$ cat config.mk
export PLATFORM = sky130hd
export DESIGN_NAME = cmp_chain
export DESIGN_NICKNAME = d
export VERILOG_FILES = /design/src/rtl/cmp_pkg.sv /design/src/rtl/cmp_local.sv /design/src/rtl/cmp_merge.sv /design/src/rtl/cmp_slice.sv /design/src/rtl/cmp_chain.sv
export SDC_FILE = /design/constraint.sdc
export NUM_CORES = 1
export LEC_CHECK = 0
export ABC_AREA = 1
export BUFFER_PORTS_ARGS = -buffer_cell sky130_fd_sc_hd__buf_4
export CAP_MARGIN = 20
export CORE_MARGIN = 1
export CORE_UTILIZATION = 52
export DETAILED_ROUTE_END_ITERATION = 8
export PLACE_DENSITY = 0.85
export RECOVER_POWER = 50
export SLEW_MARGIN = 30
export SYNTH_ARGS = -nofsm -noshare
export SYNTH_HDL_FRONTEND = slang
export SYNTH_SLANG_ARGS = --single-unit
$ cat constraint.sdc
create_clock -name vclk -period 1.86
set_input_delay 0.465 -clock vclk [all_inputs]
set_output_delay 0.465 -clock vclk [all_outputs]
set_load 0.05 [all_outputs]
$ cat src/rtl/cmp_pkg.sv
package cmp_pkg;

    typedef struct packed {
        logic gt;
        logic lt;
        logic eq;
    } cmp_res_t;

    localparam cmp_res_t CMP_TIE = '{gt: 1'b0, lt: 1'b0, eq: 1'b1};

endpackage

$ cat src/rtl/cmp_local.sv
module cmp_local
    import cmp_pkg::*;
#(
    parameter int W = 4
) (
    input  logic [W-1:0] a_i,
    input  logic [W-1:0] b_i,
    output cmp_res_t     res_o
);

    logic [W-1:0] bit_gt;
    logic [W-1:0] bit_lt;
    cmp_res_t     res_d;

    for (genvar i = 0; i < W; i++) begin : g_bit
        assign bit_gt[i] = a_i[i] & ~b_i[i];
        assign bit_lt[i] = ~a_i[i] & b_i[i];
    end

    // Scan upward; the highest differing bit is written last and wins.
    always_comb begin
        res_d = CMP_TIE;
        for (int i = 0; i < W; i++) begin
            if (bit_gt[i] | bit_lt[i]) begin
                res_d.gt = bit_gt[i];
                res_d.lt = bit_lt[i];
                res_d.eq = 1'b0;
            end
        end
    end

    assign res_o = res_d;

endmodule

$ cat src/rtl/cmp_merge.sv
module cmp_merge
    import cmp_pkg::*;
(
    input  cmp_res_t local_i,
    input  cmp_res_t casc_i,
    output cmp_res_t res_o
);

    cmp_res_t res_d;

    // A local tie defers to the lower-order verdict; otherwise the local one stands.
    always_comb begin
        if (local_i.eq) res_d = casc_i;
        else            res_d = local_i;
    end

    assign res_o = res_d;

endmodule

$ cat src/rtl/cmp_slice.sv
module cmp_slice
    import cmp_pkg::*;
#(
    parameter int W = 4
) (
    input  logic [W-1:0] a_i,
    input  logic [W-1:0] b_i,
    input  cmp_res_t     casc_i,
    output cmp_res_t     res_o
);

    cmp_res_t local_res;

    cmp_local #(.W(W)) u_local (
        .a_i   (a_i),
        .b_i   (b_i),
        .res_o (local_res)
    );

    cmp_merge u_merge (
        .local_i (local_res),
        .casc_i  (casc_i),
        .res_o   (res_o)
    );

endmodule

$ cat src/rtl/cmp_chain.sv
module cmp_chain
    import cmp_pkg::*;
#(
    parameter int SLICE_W = 4,
    parameter int SLICES  = 4
) (
    input  logic [SLICE_W*SLICES-1:0] a_i,
    input  logic [SLICE_W*SLICES-1:0] b_i,
    input  logic                      cin_gt_i,
    input  logic                      cin_lt_i,
    input  logic                      cin_eq_i,
    output logic                      gt_o,
    output logic                      lt_o,
    output logic                      eq_o
);

    localparam int DATA_W = SLICE_W * SLICES;

    cmp_res_t link [SLICES+1];

    assign link[0] = '{gt: cin_gt_i, lt: cin_lt_i, eq: cin_eq_i};

    for (genvar s = 0; s < SLICES; s++) begin : g_slice
        cmp_slice #(.W(SLICE_W)) u_slice (
            .a_i    (a_i[s*SLICE_W +: SLICE_W]),
            .b_i    (b_i[s*SLICE_W +: SLICE_W]),
            .casc_i (link[s]),
            .res_o  (link[s+1])
        );
    end

    assign gt_o = link[SLICES].gt;
    assign lt_o = link[SLICES].lt;
    assign eq_o = link[SLICES].eq;

    if (DATA_W < 1) begin : g_bad_width
        $error("cmp_chain: empty operand width");
    end

endmodule

==> results of run 1 <==
==> cells in the mapped netlist <==
| cell | number | share of area, % |
|---|---|---|
| nand3_1 | 7 | 3.6 |
| nor2_4 | 1 | 1.2 |
| nand2_1 | 33 | 13 |
| nor2_1 | 10 | 3.9 |
| a21oi_1 | 12 | 6.2 |
| nand4_1 | 2 | 1.3 |
| o21ai_0 | 4 | 2.1 |
| ha_1 | 32 | 42 |
| o211ai_1 | 4 | 3.1 |
| inv_2 | 1 | 0.39 |
| nor2_2 | 2 | 1.3 |
| inv_1 | 52 | 20 |
| nor4_2 | 1 | 1.3 |
| nand3_2 | 1 | 1.0 |
==> metrics by stage <==
| step | hold slack, ps | std cells | setup WS, ps | area (um^2) | TNS, ps |
|---|---|---|---|---|---|
| after floorplan | 1100 | 162 | -280 | 1150 | -290 |
| after global placement | 1370 | 236 | -282 | 1550 | -814 |
| after detailed placement | 1370 | 236 | -385 | 1550 | -1010 |
==> cell families after synthesis <==
family,share of synthesized area [%]
buffers and inverters,20.6
AOI/OAI and AO/OA,11.4
and+or+nand+nor,26.5
adders and majority gates,41.5
==> impl_metrics.py, run 1 <==
metrics = {
    "clock_network": {
        "hold_buffers": 0,
        "post-cts-setup-buffer-count": 0,
        "cts_resized": 48,
    },
    "logic_synthesis": {
        "synth_cell_type_count": 14,
        "synth.avg_cell_area_um2": 5.95,
        "yosys_warnings": 0,
        "synthesis.area_um2": 965,
        "synthCells": 162,
        "yosysSeqAreaShare_pct": 0,
        "synth_fp_nets": 229,
    },
    "run_status": {
        "stop_stage": "clock tree synthesis",
        "stop_error": "[ERROR DPL-0033] detailed placement checks failed during check placement.",
        "status": "aborted with a tool error",
    },
    "floorplanning": {
        "fp-row-count": 15,
        "start_util_pct": 55.9,
        "boundaryPins": 38,
        "die_x_um": 45.1,
        "die_h_um": 45.1,
    },
    "placement": {
        "port_buffers": 38,
        "hpwl_mm": 2.57,
        "gp_congestion": 0.794,
    },
}
==> run 2, diff against run 1 <==
--- a/config.mk
+++ b/config.mk
@@ -8,10 +8,10 @@
 export ABC_AREA = 1
 export BUFFER_PORTS_ARGS = -buffer_cell sky130_fd_sc_hd__buf_4
 export CAP_MARGIN = 20
-export CORE_MARGIN = 1
-export CORE_UTILIZATION = 52
+export CORE_AREA = 2 2 63 65
 export DETAILED_ROUTE_END_ITERATION = 8
-export PLACE_DENSITY = 0.85
+export DIE_AREA = 0 0 65 67
+export PLACE_DENSITY_LB_ADDON = 0.15
 export RECOVER_POWER = 50
 export SLEW_MARGIN = 30
 export SYNTH_ARGS = -nofsm -noshare
==> impl_metrics.py, run 2 <==
metrics = {
    "min_path": {
        "min_path_type": "in2out",
        "min_path_cells": 4,
        "worstHoldStart": "cin_eq_i",
        "holdPathEnd": "eq_o",
    },
    "timing": {
        "final_hold_viol_count": 0,
        "slew_headroom_pct": 81.5,
        "postLayoutSetupSlackWorst_ps": -236,
        "rsz0062_at_grt": "true",
        "timing.final.crit_share_pct": 113,
        "drv_slew": 0,
        "min_period_ps": 2100,
        "fmax_ghz": 0.477,
        "worst_pin_slew_ps": 277,
        "finalSetupViolations": 3,
    },
    "global_route": {
        "grt_max_degree": 6,
        "grt_first_pass_wirelength_mm": 4.15,
        "grt_antenna_before_repair": 0,
        "gr-total-overflow": 0,
        "grt_usage_pct": 11.5,
        "grt_pass1_vias": 1075,
    },
    "placement": {
        "numPlacedInstances": 260,
        "gp_congestion": 0.851,
        "dpl_cell_area_mm2": 0.00159,
        "port_buffers": 38,
        "hpwl_mm": 2.10,
    },
    "critical_path": {
        "crit_required_ps": 1390,
        "worstSetupStartpointType": "input pin",
        "worstPathArrival_ps": 1630,
        "critPathSlowestCell": "nor4_4",
        "critPathKind": "in2out",
        "path_cells": "buf_6 -> inv_2 -> ha_4 -> nand3_4 -> nor2_4 -> nand2_2 -> nor4_4 -> buf_6",
        "crit_path_frequent_cell": "buf_6",
        "end_kind": "primary output",
        "cp_max_fo": 5,
        "max_stage_delay_ps": 300,
    },
    "floorplanning": {
        "core_area_mm2": 0.00361,
        "boundaryPins": 38,
        "start_util_pct": 26.8,
        "die_h_um": 67,
        "fp-row-count": 22,
        "die_x_um": 65,
        "dieArea_mm2": 0.00436,
    },
    "logic_synthesis": {
        "netlist_top_cells_area": "ha_1 42%, inv_1 20%, nand2_1 13%, a21oi_1 6.2%, nor2_1 3.9%",
        "synth.avg_cell_area_um2": 5.95,
        "synth_commonest_cells": "52 x inv_1, 33 x nand2_1, 32 x ha_1",
        "synth_fp_nets": 229,
        "synth_top_area_share_pct": 41.5,
        "yosysMostFrequentCell": "inv_1",
        "yosysSeqAreaShare_pct": 0,
        "yosys_warnings": 0,
        "synthesis.area_um2": 965,
        "synth_cell_type_count": 14,
        "synthCells": 162,
        "synth_top_area_cell": "ha_1",
    },
    "pwr": {
        "vdd_drop_max_mv": 0.0878,
        "leakage_nw": 0.940,
        "p_per_area_mw_per_mm2": 256,
    },
    "routing": {
        "drc": 0,
        "vias": 1100,
        "drtIter0Drc": 19,
        "viasPerCell": 4.20,
        "routedWlPerCell_um": 9.16,
        "ant_nets": 0,
        "drt-total-wl_mm": 2.40,
        "drtPass1Iterations": 4,
    },
    "finish": {
        "final_common_cell": "inv_1",
        "layout.nets": 283,
        "clock_buffers": 0,
        "drive_above_1_share_pct": 46.7,
        "postLayoutCellArea_mm2": 0.00179,
        "diodes": 0,
        "flops_and_latches": 0,
        "final_util_pct": 49.5,
        "area_growth_pct": 85.2,
        "mostFrequentLayoutCells": "37 x inv_1, 36 x buf_4, 25 x nand2_1, 18 x ha_1, 14 x ha_4",
        "instances_no_fill": 262,
        "regArea_um2": 0,
    },
    "run_status": {
        "status": "complete, but fails checks",
        "violations": "negative setup slack",
    },
    "clock_network": {
        "hold_buffers": 0,
    },
    "run": {
        "maxCapViolCount": 0,
    },
}
[run 2: kinds of logic after synthesis]
family	Yosys count	share of synthesized area (%)
buffers and inverters	53	20.6
adder cells (fa/ha/maj)	32	41.5
AND/OR/NAND/NOR	57	26.5
AO/OA/AOI/OAI	20	11.4
[run 2: final cells by class]
type	count	area, um^2
Inverter	53	221
Tap cell	48	60.1
Multi-Input combinational cell	109	1030
Fill cell	353	1820
Timing Repair Buffer	52	474
[run 2: worst max-delay path by stage]
| stage | start | endpoint | slack, ps | cells past startpoint |
|---|---|---|---|---|
| 3_5_place_dp | a_i[5] | lt_o | -320 | 11 |
| 6_report | a_i[2] | eq_o | -240 | 8 |
| 3_3_place_gp | a_i[5] | gt_o | -290 | 12 |
| 5_1_grt | a_i[5] | gt_o | -310 | 12 |
| 4_1_cts | a_i[1] | eq_o | -240 | 8 |
| 2_1_floorplan | a_i[5] | eq_o | -280 | 6 |
[run 2: stage by stage]
stage                     total power [W]  hold slack [ps]  worst slack [ps]  TNS [ps]
final                            0.000457             1310              -236      -654
after global routing             0.000510             1310              -313      -918
after CTS                        0.000449             1310              -240      -651
after detailed placement         0.000386             1370              -325      -942
after global placement           0.000376             1370              -294      -880
after floorplan                  0.000234             1100              -280      -290
[run 2: repair_timing]
action / in CTS / in global routing
setup endpoints to repair: 3 / 3
resized for setup: 40 / 7
endpoints found under the hold margin: 0 / 0
pin swaps: 23 / 7
buffers inserted: 2 / 0
[run 2: per-layer routing]
| metal | GRT usage (%) | wire length [um] | vias to the layer above |
|---|---|---|---|
| li1 | - | - | 594 |
| met1 | 13.0 | 1000 | 483 |
| met2 | 24.6 | 1310 | 23 |
| met3 | 0.169 | 87 | 0 |
| met4 | 0.266 | 0 | 0 |
| met5 | 0 | 0 | - |
[run 2: power by group]
group / total, W / switching [W] / internal (W) / leakage (nW)
Combinational: 0.000457 / 0.000224 / 0.000234 / 0.940
Sequential: 0 / 0 / 0 / 0
Clock: 0 / 0 / 0 / 0
Total: 0.000457 / 0.000224 / 0.000234 / 0.940
[run 2: worst max-delay path, delay by kind of cell]
kind          cells  cell delay, ps
simple gates      4             570
buf+inv           3             300
fa+ha+maj         1             290
(Power assumes the default switching activity.)
